==> src/rtl/uart_pkg.sv <==
// Shared types and helpers for the serial transceiver.
// Assumes character lengths of 5..8 bits encoded as 0..3.
package uart_pkg;
    typedef enum logic [1:0] {MODE_NORMAL = 2'd0, MODE_ECHO = 2'd1,
                              MODE_LOCAL = 2'd2, MODE_REMOTE = 2'd3} line_mode_e;
    typedef enum logic [2:0] {ST_IDLE, ST_START, ST_DATA, ST_PAR, ST_STOP} frame_st_e;

    // True when the parity code selects a parity bit.
    function automatic logic par_on(input logic [1:0] par);
        return (par == 2'd1) || (par == 2'd2);
    endfunction

    // Parity bit for the used data bits; even unless the code says odd.
    function automatic logic par_bit(input logic [7:0] d, input logic [1:0] len,
                                     input logic [1:0] par);
        logic p;
        p = ^(d & (8'hFF >> (2'd3 - len)));
        return (par == 2'd2) ? ~p : p;
    endfunction
endpackage

==> src/rtl/uart_baud.sv <==
// Oversampling tick generator: one tick every div+1 clocks.
// Assumes div may change at any time; the counter wraps on >=.
module uart_baud #(
    parameter int PW = 16
) (
    input  logic          clk,
    input  logic          rst_n,
    input  logic [PW-1:0] div,
    output logic          tick
);
    logic [PW-1:0] cnt;

    assign tick = (cnt >= div);

    // Free-running divider counter.
    always_ff @(posedge clk) begin
        if (!rst_n)    cnt <= '0;
        else if (tick) cnt <= '0;
        else           cnt <= cnt + 1'b1;
    end
endmodule

==> src/rtl/uart_fifo.sv <==
// Synchronous queue with a first-word-through read port.
// Assumes DEPTH is a power of two, at least 2. Writes when full are
// dropped and reads when empty are ignored.
module uart_fifo #(
    parameter int W     = 8,
    parameter int DEPTH = 4
) (
    input  logic         clk,
    input  logic         rst_n,
    input  logic         wr,
    input  logic [W-1:0] wdata,
    input  logic         rd,
    output logic [W-1:0] rdata,
    output logic         empty,
    output logic         full
);
    localparam int AW = (DEPTH > 1) ? $clog2(DEPTH) : 1;

    logic [W-1:0] mem [DEPTH];
    logic [AW:0]  wp, rp, cnt;

    assign cnt   = wp - rp;
    assign full  = (cnt == (AW+1)'(DEPTH));
    assign empty = (cnt == '0);
    assign rdata = mem[rp[AW-1:0]];

    // Pointer update on accepted writes and reads.
    always_ff @(posedge clk) begin
        if (!rst_n) begin
            wp <= '0;
            rp <= '0;
        end else begin
            if (wr && !full) wp <= wp + 1'b1;
            if (rd && !empty) rp <= rp + 1'b1;
        end
    end

    // Storage write, no reset needed.
    always_ff @(posedge clk) begin
        if (wr && !full) mem[wp[AW-1:0]] <= wdata;
    end

    p_no_overflow_r6: assert property (@(posedge clk) disable iff (!rst_n)
        cnt <= (AW+1)'(DEPTH));
    p_full_drop_r6: assert property (@(posedge clk) disable iff (!rst_n)
        (full && wr && !rd) |=> full && $stable(wp));
endmodule

==> src/rtl/uart_tx.sv <==
// Transmit framer: start, data LSB first, optional parity, stop.
// Assumes go is only asserted while a character is available; it pops
// the character in the same cycle it leaves idle.
module uart_tx (
    input  logic       clk,
    input  logic       rst_n,
    input  logic       tick,
    input  logic [1:0] len,
    input  logic [1:0] par,
    input  logic [4:0] stop,
    input  logic       go,
    input  logic [7:0] data,
    output logic       pop,
    output logic       line
);
    import uart_pkg::*;

    frame_st_e  st;
    logic [4:0] sub;
    logic [2:0] idx;
    logic [7:0] sh;
    logic       pb;
    logic       last;

    assign pop  = (st == ST_IDLE) && go;
    assign last = (st == ST_STOP) ? (sub == stop) : (sub == 5'd15);

    // Frame sequencer and line driver.
    always_ff @(posedge clk) begin
        if (!rst_n) begin
            st <= ST_IDLE; line <= 1'b1; sub <= '0; idx <= '0; sh <= '0; pb <= 1'b0;
        end else if (st == ST_IDLE) begin
            line <= 1'b1;
            if (go) begin
                sh   <= data;
                pb   <= par_bit(data, len, par);
                st   <= ST_START;
                line <= 1'b0;
                sub  <= '0;
            end
        end else if (tick) begin
            sub <= sub + 1'b1;
            if (last) begin
                sub <= '0;
                case (st)
                    ST_START: begin st <= ST_DATA; line <= sh[0]; idx <= '0; end
                    ST_DATA: begin
                        if (idx == 3'(len) + 3'd4) begin
                            st   <= par_on(par) ? ST_PAR : ST_STOP;
                            line <= par_on(par) ? pb : 1'b1;
                        end else begin
                            idx  <= idx + 1'b1;
                            sh   <= sh >> 1;
                            line <= sh[1];
                        end
                    end
                    ST_PAR:  begin st <= ST_STOP; line <= 1'b1; end
                    default: begin st <= ST_IDLE; line <= 1'b1; end
                endcase
            end
        end
    end

    p_idle_wait_r9: assert property (@(posedge clk) disable iff (!rst_n)
        (st == ST_IDLE && !go) |=> (st == ST_IDLE) && line);
endmodule

==> src/rtl/uart_rx.sv <==
// Receive deframer with 16x oversampling and mid-bit sampling.
// Assumes raw input may be asynchronous; it is synchronised here.
module uart_rx (
    input  logic       clk,
    input  logic       rst_n,
    input  logic       tick,
    input  logic       din,
    input  logic [1:0] len,
    input  logic [1:0] par,
    output logic       done,
    output logic [7:0] data,
    output logic       perr,
    output logic       ferr
);
    import uart_pkg::*;

    frame_st_e  st;
    logic       s1, s2, pb;
    logic [4:0] sub;
    logic [2:0] idx;
    logic [7:0] sh, al;

    assign al = sh >> (2'd3 - len);

    // Two-stage input synchroniser.
    always_ff @(posedge clk) begin
        if (!rst_n) begin s1 <= 1'b1; s2 <= 1'b1; end
        else        begin s1 <= din;  s2 <= s1;   end
    end

    // Start detection, bit sampling and character completion.
    always_ff @(posedge clk) begin
        if (!rst_n) begin
            st <= ST_IDLE; sub <= '0; idx <= '0; sh <= '0; pb <= 1'b0;
            done <= 1'b0; data <= '0; perr <= 1'b0; ferr <= 1'b0;
        end else begin
            done <= 1'b0;
            if (st == ST_IDLE) begin
                if (!s2) begin st <= ST_START; sub <= '0; end
            end else if (tick) begin
                sub <= sub + 1'b1;
                case (st)
                    ST_START: if (sub == 5'd7) begin
                        sub <= '0;
                        idx <= '0;
                        st  <= s2 ? ST_IDLE : ST_DATA;
                    end
                    ST_DATA: if (sub == 5'd15) begin
                        sub <= '0;
                        sh  <= {s2, sh[7:1]};
                        if (idx == 3'(len) + 3'd4) st <= par_on(par) ? ST_PAR : ST_STOP;
                        else idx <= idx + 1'b1;
                    end
                    ST_PAR: if (sub == 5'd15) begin
                        sub <= '0; pb <= s2; st <= ST_STOP;
                    end
                    default: if (sub == 5'd15) begin
                        st   <= ST_IDLE;
                        done <= 1'b1;
                        data <= al;
                        ferr <= !s2;
                        perr <= par_on(par) && (pb != par_bit(al, len, par));
                    end
                endcase
            end
        end
    end

    p_done_on_tick_r4: assert property (@(posedge clk) disable iff (!rst_n)
        done |-> $past(tick));
endmodule

==> src/rtl/uart_xcvr.sv <==
// Top of the serial transceiver: queues, prescaler, framers, line-mode
// routing, sticky error flags and masked interrupt.
// Assumes configuration inputs change only while the line is idle.
module uart_xcvr #(
    parameter int PRESCALE_W = 16,
    parameter int RX_DEPTH   = 4,
    parameter int TX_DEPTH   = 2
) (
    input  logic                  clk,
    input  logic                  rst_n,
    input  logic [PRESCALE_W-1:0] cfg_prescale,
    input  logic [1:0]            cfg_len,
    input  logic [1:0]            cfg_parity,
    input  logic [4:0]            cfg_stop,
    input  logic [1:0]            cfg_mode,
    input  logic                  cfg_flow_en,
    input  logic [7:0]            tx_data,
    input  logic                  tx_wr,
    output logic                  tx_full,
    output logic [7:0]            rx_data,
    output logic                  rx_valid,
    input  logic                  rx_rd,
    input  logic                  err_clr,
    output logic [2:0]            err_flags,
    input  logic [4:0]            irq_mask,
    output logic [4:0]            irq_pend,
    output logic                  irq,
    output logic                  txd,
    input  logic                  rxd,
    output logic                  rts_n,
    input  logic                  cts_n
);
    import uart_pkg::*;

    line_mode_e mode;
    logic       tick, tx_empty, tx_pop, tx_go, tx_line, tx_full_i;
    logic [7:0] tx_head, rx_char;
    logic       rx_in, rx_done, rx_perr, rx_ferr, rx_full, rx_empty;
    logic [2:0] err_set;

    assign mode  = line_mode_e'(cfg_mode);
    assign tx_go = !tx_empty && (!cfg_flow_en || !cts_n);

    uart_baud #(.PW(PRESCALE_W)) u_baud (
        .clk(clk), .rst_n(rst_n), .div(cfg_prescale), .tick(tick));

    uart_fifo #(.W(8), .DEPTH(TX_DEPTH)) u_txq (
        .clk(clk), .rst_n(rst_n), .wr(tx_wr), .wdata(tx_data), .rd(tx_pop),
        .rdata(tx_head), .empty(tx_empty), .full(tx_full_i));

    uart_tx u_tx (
        .clk(clk), .rst_n(rst_n), .tick(tick), .len(cfg_len), .par(cfg_parity),
        .stop(cfg_stop), .go(tx_go), .data(tx_head), .pop(tx_pop), .line(tx_line));

    // Receiver input selection per line mode.
    always_comb begin
        case (mode)
            MODE_LOCAL:  rx_in = tx_line;
            MODE_REMOTE: rx_in = 1'b1;
            default:     rx_in = rxd;
        endcase
    end

    uart_rx u_rx (
        .clk(clk), .rst_n(rst_n), .tick(tick), .din(rx_in), .len(cfg_len),
        .par(cfg_parity), .done(rx_done), .data(rx_char), .perr(rx_perr), .ferr(rx_ferr));

    uart_fifo #(.W(8), .DEPTH(RX_DEPTH)) u_rxq (
        .clk(clk), .rst_n(rst_n), .wr(rx_done), .wdata(rx_char), .rd(rx_rd),
        .rdata(rx_data), .empty(rx_empty), .full(rx_full));

    // Registered serial output driver per line mode.
    always_ff @(posedge clk) begin
        if (!rst_n) txd <= 1'b1;
        else case (mode)
            MODE_NORMAL: txd <= tx_line;
            MODE_LOCAL:  txd <= 1'b1;
            default:     txd <= rxd;
        endcase
    end

    assign err_set = {rx_done && rx_full, rx_done && rx_ferr, rx_done && rx_perr};

    // Sticky error flags; a new event wins over a clear.
    always_ff @(posedge clk) begin
        if (!rst_n) err_flags <= '0;
        else        err_flags <= (err_clr ? 3'b000 : err_flags) | err_set;
    end

    assign tx_full  = tx_full_i;
    assign rx_valid = !rx_empty;
    assign rts_n    = rx_full;
    assign irq_pend = {err_flags, tx_empty, !rx_empty};
    assign irq      = |(irq_pend & irq_mask);

    p_cts_block_r9: assert property (@(posedge clk) disable iff (!rst_n)
        (cfg_flow_en && cts_n) |-> !tx_pop);
    p_err_sticky_r8: assert property (@(posedge clk) disable iff (!rst_n)
        !err_clr |=> ((err_flags & $past(err_flags)) == $past(err_flags)));
    p_echo_follow_r10: assert property (@(posedge clk) disable iff (!rst_n)
        (mode == MODE_ECHO) |=> (txd == $past(rxd)));
    p_irq_masked_r11: assert property (@(posedge clk) disable iff (!rst_n)
        (irq_mask == 5'd0) |-> !irq);
endmodule

==> config.mk <==
export PLATFORM = sky130hd
export DESIGN_NAME = uart_xcvr
export DESIGN_NICKNAME = d
export VERILOG_FILES = /design/src/rtl/uart_pkg.sv /design/src/rtl/uart_baud.sv /design/src/rtl/uart_fifo.sv /design/src/rtl/uart_tx.sv /design/src/rtl/uart_rx.sv /design/src/rtl/uart_xcvr.sv
export SDC_FILE = /design/constraint.sdc
export NUM_CORES = 1
export LEC_CHECK = 0
export BUFFER_PORTS_ARGS = -buffer_cell sky130_fd_sc_hd__buf_2
export CORE_MARGIN = 3
export CORE_UTILIZATION = 37
export CTS_CLUSTER_SIZE = 30
export DETAILED_ROUTE_END_ITERATION = 12
export SETUP_SLACK_MARGIN = 0.15
export SLEW_MARGIN = 40
export SYNTH_ARGS = -nofsm -noshare
export SYNTH_HDL_FRONTEND = slang
export SYNTH_SLANG_ARGS = --single-unit
export TNS_END_PERCENT = 100
==> constraint.sdc <==
create_clock -name clk -period 2.7 [get_ports clk]
set_input_delay 0.54 -clock clk [delete_from_list [all_inputs] [get_ports clk]]
set_output_delay 0.54 -clock clk [all_outputs]
set_load 0.005 [all_outputs]
==> results of run 1 <==
[critical path: cells and delay by family, from the launching register on]
family          cells  cell delay, ns
fa+ha+maj           1            0.24
mux                 1            0.21
compound gates      3            0.90
flops               1            0.37
simple gates        2            0.17
buf+inv             3            0.42
[what timing repair did]
action / in CTS / in global routing
buffers inserted: 0 / 2
setup endpoints to repair: 17 / 15
pin swaps: 2 / 5
hold buffers: 0 / 0
endpoints found under the hold margin: 0 / 0
resized for setup: 4 / 18
[synth_stat cells (4+ instances only)]
cell       n
and3_1     6
a21oi_1   26
inv_1     28
a21o_1     4
xor2_1    21
clkbuf_1  16
a211oi_1   7
or3_1      4
a31oi_1    4
nor3_1     8
and2_1     5
nor2_1    72
buf_2      6
edfxtp_1  48
buf_6      5
dfxtp_1   87
nand3_1   25
nand4_1   10
or4_1      5
buf_4      6
o21ai_0   20
ha_1      31
mux4_2    10
o21a_1     4
nand2b_1   7
mux2i_1   42
nand3b_1   5
xnor2_1   30
nand2_1   52
o211ai_1   8
[metal layers]
metal,global-route usage [%],wire (um),vias to the layer above
li1,-,-,2558
met1,18.2,6580,2439
met2,25.4,7310,74
met3,3.88,484,16
met4,6.15,266,0
met5,0,0,-
[worst min path at each step]
stage | to | slack, ns | cells past startpoint
after CTS | u_txq.mem[0][4] | 0.29 | 1
after floorplan | u_rx.s2 | 0.39 | 1
after global placement | u_tx.sh[6] | 0.44 | 2
final | u_txq.mem[1][4] | 0.31 | 1
after global routing | u_txq.mem[0][7] | 0.30 | 1
after detailed placement | u_rx.s2 | 0.44 | 1
[area by class of cell]
class                      instances  area (sq um)  area share [%]
tap                              229           287            3.47
clock inverter                    15           158            1.91
timing repair buffer              94           568            6.87
multi-input combinational        467          3530            42.7
inverter                          29           111            1.35
clock buffer                      17           425            5.15
sequential                       135          3190            38.6
[cell families after synthesis]
| kind of cell | synth area share (%) |
|---|---|
| XOR/XNOR | 6.77 |
| AND/OR/NAND/NOR | 17.1 |
| buffers and inverters | 4.49 |
| multiplexers | 9.47 |
| adder cells (fa/ha/maj) | 5.59 |
| flip-flops | 45.9 |
| AO/OA/AOI/OAI | 10.7 |
[state kept, by name (all words and copies together), names as in the netlist, 5 cells and up, named ones only]
signal and count:
u_rxq.mem 32, u_rx.sub 5, u_tx.sh 8, u_baud.cnt 16, u_rx.sh 8, u_txq.mem 16
u_tx.sub 5, u_rx.data 8
[power by group]
group	switching [mW]	internal, mW
sequential	0.160	2.24
combinational	0.713	0.594
clock	0.985	1.31
total	1.86	4.15
[through the flow]
stage,hold slack [ns],util (%)
3_5_place_dp,0.445,41.5
2_1_floorplan,0.386,-
5_1_grt,0.297,45.4
6_report,0.306,45.4
4_1_cts,0.285,44.8
3_3_place_gp,0.444,41.5
==> qor.yml, run 1 <==
yosys:
  async_flop_share_pct: 0
  synth.yosys.seq_area_share_pct: 45.9
  synth.top_cells.by_area: "dfxtp_1, edfxtp_1, mux2i_1"
  ys_seq_elements: 135
  syn-num-nets: 746
  postSynthAreaPerCell_sq_um: 10.4
  synth_cells: 667
  synth_area_sq_um: 6930
  synth_top_area_share_pct: 25.1
  synth-edff-count: 48
  yosys.area.top_type: "dfxtp_1"
  ys_warn_count: 0
  ys.flop_type: "dfxtp_1"
  yosysUniqueCellTypes: 73
min_path:
  hold_path_class: "in2reg"
  holdCritStartpoint: "tx_data[4]"
placed_design:
  place.detailed.hpwl_mm: 10.5
  place.gp.congestion: 0.860
  portBuffers: 68
  dp_cells: 952
  place_ws_ns: -0.0656
  place_area_sq_um: 7560
critical_path:
  start_kind: "flop"
  crit_path_start: "u_baud.cnt[0]"
  setup.worst_path.end: "u_rx.sh[5]"
  crit_slowest_cell: "o41a_1"
  reg2reg_setup_slack_ns: 0.25
  crit_path_frequent_cell: "buf_6"
  path_cells: "inv_4 > ha_4 > nand2b_4 > a2111oi_2 > o41a_1 > buf_6 > a2111oi_4 > buf_6 > mux2i_1 > nor2_1"
  cp.required_ns: 3.00
  critPathMaxStageDelay_ns: 0.51
  worstReg2RegEnd: "u_rx.sh[5]"
  crit_type: "reg2reg"
  cp-end-kind: "flop"
  arrival_ns: 2.74
  timing.rr.start: "u_baud.cnt[0]"
  cp_max_fo: 8
  reg2reg_depth: 10
finish:
  fillers: 1647
  syn_to_final_growth_pct: 19.2
  layout_commonest_cell: "dfxtp_1"
  finalNonFillerCells: 986
  diodes: 0
  drive_gt1_share_pct: 23.4
  layout.nets: 823
  final_cell_mix: "dfxtp_1, nor2_1, buf_2"
  finalInstanceArea_sq_um: 8270
detailed_routing:
  drt_iter0_drc: 209
  viasPerCell: 5.16
  drc: 0
  wl_mm: 14.6
  ant_nets: 0
  wire_per_inst_um: 14.8
  drt-pass1-iter-count: 5
  vias: 5087
clocking:
  cts_inserted_buffers: 17
  numClockSinks: 135
  cts_buffer_depth: 2
  htreeDepth: 4
  root_buffer: "clkbuf_16"
  clkTransAtPathRegs_ns: 0.06
  clock_latency_ns: 0.42
  tritoncts: "done"
timing:
  tightest_slew_ns: 0.712
  max_slew_margin_pct: 52.3
  drv_slew: 0
  setup_violations: 0
  finalHoldViolations: 0
  skew_ns: 0.00755
  postLayoutSetupSlackWorst_ns: 0.253
  max_freq_ghz: 0.409
  rsz0062_at_grt: "true"
  fin_crit_ns: 2.45
  min_period_over_period_pct: 90.6
  finalSetupTns_ns: 0
power:
  ir_drop_mv: 0.542
  finalPower_mw: 6.01
  power.density_nw_per_um2: 727
  p_leak_nw: 3.22
floorplan:
  num_rows: 49
  die-area_sq_um: 20400
  start_util_pct: 38.1
  coreArea_sq_um: 18200
  fp.dieH_um: 143
  die_x_um: 143
  io_pins: 69
global_route:
  grt_max_degree: 37
  antenna_found_initial: 0
  grt_overflow_total: 0
  track_usage_pct: 15.0
  grt_pass1_wl_mm: 24.5
  grt_pass1_vias: 5112
run_status:
  outcome: "complete, no violations"
flow_run:
  maxCapViolCount: 0
(Power assumes the default switching activity.)
==> run 2, diff against run 1 <==
BUFFER_PORTS_ARGS = not set   (was -buffer_cell sky130_fd_sc_hd__buf_2)
DONT_BUFFER_PORTS = 1   (was not set)
==> run 2 against run 1 <==
First-iteration DRC count increased by 9.6%. Clock skew increased by 0.00099 ns. Setup slack improved by 0.017 ns. Non-clock buffer count decreased by 75. Total power decreased by 1.4%. Largest power group unchanged. Hold slack got worse by 0.12 ns. Utilization decreased by 2.5 points.
==> qor.yml, run 2 (synthesis gave the netlist of run 1 again) <==
run_status:
  outcome: "complete, no violations"
critical_path:
  cp.required_ns: 3.00
  start_kind: "flop"
  setup.worst_path.end: "u_rx.sh[2]"
  worstReg2RegEnd: "u_rx.sh[2]"
  cp-end-kind: "flop"
  reg2reg_depth: 8
  timing.rr.start: "u_baud.cnt[11]"
  reg2reg_setup_slack_ns: 0.27
  cp_max_fo: 8
  crit_type: "reg2reg"
  arrival_ns: 2.73
  crit_path_start: "u_baud.cnt[11]"
finish:
  diodes: 0
  syn_to_final_growth_pct: 12.7
  final_cell_mix: "dfxtp_1, nor2_1, nand2_1"
  layout.nets: 748
  layout_commonest_cell: "dfxtp_1"
  drive_gt1_share_pct: 13.8
  largest_reg_flops: 32
  finalNonFillerCells: 911
timing:
  skew_ns: 0.00854
  max_slew_margin_pct: 56.9
  drv_slew: 0
  min_period_over_period_pct: 90.0
  fin_crit_ns: 2.43
  finalHoldViolations: 0
  postLayoutSetupSlackWorst_ns: 0.270
  max_freq_ghz: 0.412
  rsz0062_at_grt: "true"
  tightest_slew_ns: 0.643
  setup_violations: 0
flow_run:
  maxCapViolCount: 0
global_route:
  grt_overflow_total: 0
  grt_pass1_vias: 4947
  track_usage_pct: 14.6
  grt_max_degree: 38
  grt_pass1_wl_mm: 23.8
  antenna_found_initial: 0
power:
  p_seq_share_pct: 40.8
  power.density_nw_per_um2: 758
  p_switching_mw: 1.76
  p_leak_nw: 2.88
  switching_share_pct: 29.7
  p_int_mw: 4.16
  pwr-share-clk_pct: 39.1
  comb_power_share_pct: 20.1
  ir_drop_mv: 0.439
floorplan:
  num_rows: 49
  die-area_sq_um: 20400
  start_util_pct: 38.1
  fp.dieH_um: 143
  io_pins: 69
  coreArea_sq_um: 18200
  die_x_um: 143
detailed_routing:
  viasPerCell: 5.30
  wire_per_inst_um: 15.9
  wl_mm: 14.5
  drt-pass1-iter-count: 4
  drt_iter0_drc: 229
  vias: 4826
  drc: 0
  ant_nets: 0
clocking:
  numClockSinks: 135
  root_buffer: "clkbuf_16"
  cts_inserted_buffers: 17
  tritoncts: "done"
  clkTransAtPathRegs_ns: 0.06
  clock_latency_ns: 0.41
  cts_buffer_depth: 2
  cts_setup_buffers: 0
  cts_hold_buf: 0
  htreeDepth: 4
placed_design:
  dp_cells: 879
  place_ws_ns: -0.0364
  place.gp.congestion: 0.847
  portBuffers: 0
  place.detailed.hpwl_mm: 10.4
min_path:
  hold_path_class: "in2reg"
-- run 2: cell count changes in the layout (fill, tap and decap cells not counted), sizes merged --
cell    before  now
buf         94   19
inv         39   34
clkinv       2    5
bufinv       1    2
clkbuf      17   18
-- run 2: worst min-delay path by stage --
stage | start | cells past startpoint | slack (ns) | end
final | rst_n | 1 | 0.19 | u_rx.s1
after global routing | rst_n | 1 | 0.17 | u_rx.s1
after CTS | rst_n | 1 | 0.17 | u_rx.s1
after detailed placement | u_rx.s1 | 1 | 0.39 | u_rx.s2
after global placement | u_rx.s1 | 1 | 0.39 | u_rx.s2
after floorplan | u_rx.s1 | 1 | 0.39 | u_rx.s2
-- run 2: timing repair --
action	4_1_cts	5_1_grt
endpoints found under the setup margin	29	65
resized for setup	4	8
pin swaps	0	2
-- run 2: layer usage --
metal / vias to the layer above / track usage [%] / part of all wire (%)
li1: 2399 / - / -
met1: 2346 / 17.9 / 45
met2: 71 / 24.4 / 51
met3: 10 / 3.78 / 3.3
met4: 0 / 5.85 / 1.2
met5: - / 0 / 0
-- run 2: critical path: stages, from the launching register on --
cell and delay, ns:
dfxtp_1 0.36, ha_1 0.35, nand4_1 0.15, o41a_1 0.48
buf_4 0.19, a2111oi_4 0.32, buf_6 0.20, mux2i_1 0.20
nor2_1 0.06
-- run 2: area by class of cell --
class / instances / area [sq um]
fillers: 1633 / 10400
multi-input cells: 467 / 3480
flip-flops and latches: 135 / 3180
clock buffers: 18 / 429
well taps: 229 / 287
clock inverters: 14 / 165
repair buffers: 19 / 159
inverters: 29 / 109
-- run 2: power groups by stage --
stage | combinational (mW) | clock, mW | sequential, mW
2_1_floorplan | 1.02 | 0 | 2.36
3_3_place_gp | 1.15 | 0 | 2.45
3_5_place_dp | 1.16 | 0 | 2.46
4_1_cts | 1.18 | 2.37 | 2.42
5_1_grt | 1.32 | 2.45 | 2.44
6_report | 1.19 | 2.32 | 2.41
-- run 2: metrics by stage --
stage / utilization [%] / hold slack (ns) / setup TNS, ns / total power [mW] / cell area (sq um)
after floorplan: - / 0.386 / 0 / 3.39 / 6930
after global placement: 39.4 / 0.394 / 0 / 3.60 / 7170
after detailed placement: 39.4 / 0.391 / -0.138 / 3.62 / 7170
after CTS: 42.7 / 0.173 / 0 / 5.96 / 7780
after global routing: 42.9 / 0.167 / 0 / 6.22 / 7820
final: 42.9 / 0.190 / 0 / 5.92 / 7820
==> run 3, diff against run 2 <==
clock period = 2.3 ns   (was 2.7 ns; I/O delays follow)
==> run 3 against run 2 <==
Via count grew 5.0%. Sequential share of layout area shrank 3.4 points. Sequential power grew 15%. Cell count grew 5.3%. Register-to-register slack lost 0.25 ns. Setup slack lost 0.25 ns. First-iteration DRC count grew 31%. Critical path type unchanged.
==> qor.yml, run 3 (synthesis gave the netlist of run 1 again) <==
finish:
  diodes: 0
  layout.nets: 796
  drive_gt1_share_pct: 26.4
  fillers: 1607
  layout_commonest_cell: "dfxtp_1"
  finish.utilization_pct: 47.0
  largest_reg_flops: 32
  finalNonFillerCells: 959
  final_cell_mix: "dfxtp_1, nor2_1, buf_4"
  syn_to_final_growth_pct: 23.4
  finalInstanceArea_sq_um: 8550
timing:
  tightest_slew_ns: 0.604
  min_period_over_period_pct: 99.2
  setup_violations: 0
  rsz0062_at_grt: "true"
  skew_ns: 0.00867
  hold_ws_ns: 0.0985
  drv_slew: 0
  max_freq_ghz: 0.438
  max_slew_margin_pct: 59.4
  fin_crit_ns: 2.28
  finalHoldViolations: 0
global_route:
  grt_max_degree: 45
  grt_overflow_total: 0
  track_usage_pct: 14.6
  grt_pass1_wl_mm: 23.9
  antenna_found_initial: 0
  grt_pass1_vias: 5025
placed_design:
  place.gp.congestion: 0.861
  dp_cells: 914
  place_area_sq_um: 7600
  portBuffers: 0
  place.detailed.hpwl_mm: 10.5
power:
  pwr-share-clk_pct: 37.2
  switching_share_pct: 30.5
  power.density_nw_per_um2: 822
  p_int_mw: 4.88
  p_seq_share_pct: 39.5
  p_leak_nw: 3.18
  finalPower_mw: 7.03
  comb_power_share_pct: 23.3
  p_switching_mw: 2.15
  ir_drop_mv: 0.528
critical_path:
  crit_slowest_cell: "o41a_1"
  cp-end-kind: "flop"
  reg2reg_depth: 9
  arrival_ns: 2.64
  crit_type: "reg2reg"
  cp_max_fo: 7
  cp.required_ns: 2.66
  crit_path_frequent_cell: "buf_6"
  path_cells: "ha_4 > o21a_1 > nor2_1 > o41a_1 > buf_6 > a21o_1 > buf_6 > or4_4 > a21oi_2"
  start_kind: "flop"
  critPathMaxStageDelay_ns: 0.43
detailed_routing:
  viasPerCell: 5.29
  wl_mm: 15.1
  wire_per_inst_um: 15.7
  drc: 0
  ant_nets: 0
  wl_met3_um: 585
  wl_met2_mm: 7.71
  dr.max_layer_used: "met4"
  drt-pass1-iter-count: 5
  drt_iter0_drc: 299
  vias: 5069
  wl_met1_mm: 6.56
clocking:
  cts_buffer_depth: 2
  clkTransAtPathRegs_ns: 0.06
  numClockSinks: 135
  htreeDepth: 4
  root_buffer: "clkbuf_16"
  clock_latency_ns: 0.42
  cts_inserted_buffers: 17
  cts_hold_buf: 0
  tritoncts: "done"
min_path:
  hold_depth: 1
  hold_path_class: "in2reg"
floorplan:
  io_pins: 69
  fp.dieH_um: 143
  die_x_um: 143
  die-area_sq_um: 20400
  coreArea_sq_um: 18200
  start_util_pct: 38.1
  num_rows: 49
run_status:
  outcome: "complete, no violations"
flow_run:
  maxCapViolCount: 0
==> run 3: changes by cell type in the layout (fill, tap and decap cells not counted), sizes merged <==
cell	delta
buf	+46
clkbuf	+2
bufinv	-1
inv	+1
clkinv	+1
clkinvlp	-1
==> run 3: power groups by stage <==
stage	Sequential, mW	Clock [mW]	Combinational [mW]
finish	2.78	2.62	1.64
global route	2.80	2.78	1.80
CTS	2.77	2.67	1.57
detailed placement	2.82	0	1.50
global placement	2.81	0	1.48
floorplan	2.77	0	1.21
==> run 3: timing repair <==
item / in CTS / in global routing
gates resized for setup: 21 / 43
setup endpoints to repair: 68 / 68
pin swaps: 16 / 15
setup buffers: 7 / 4
cloned: 1 / 1
==> run 3: layout make-up <==
class | instances | area [sq um] | share of cell area, %
Clock buffer | 18 | 429 | 5.02
Clock inverter | 14 | 138 | 1.61
Inverter | 29 | 131 | 1.54
Multi-Input combinational cell | 467 | 3780 | 44.2
Sequential cell | 135 | 3200 | 37.4
Tap cell | 229 | 287 | 3.35
Timing Repair Buffer | 67 | 594 | 6.95
==> run 3: final timing paths <==
kind	from	endpoint	slack, ns
hold reg to reg	u_rx.s1	u_rx.s2	0.43
setup / recovery	u_baud.cnt[3]	u_tx.idx[0]	0.02
hold / removal	rst_n	u_rx.s1	0.1
setup reg to reg	u_baud.cnt[3]	u_tx.idx[0]	0.02
==> run 3: worst max-delay path, delay by kind of cell (launching register included) <==
family	cells	cell delay (ns)
and+or+nand+nor	2	0.46
AOI/OAI and AO/OA	4	0.86
DFF	1	0.33
buffers and inverters	2	0.30
adders and majority gates	1	0.25
==> run 3: metal layers <==
metal,track usage (%),vias to the layer above
met5,0,-
met4,5.65,0
met3,3.58,20
met2,25.2,88
met1,17.6,2457
li1,-,2504
==> run 3: per-stage QoR <==
step,setup slack [ns],TNS (ns)
floorplan,-0.0887,-1.24
CTS,0.0177,0
detailed placement,-0.274,-5.74
finish,0.0176,0
global route,-0.0571,-0.683
global placement,-0.230,-4.41
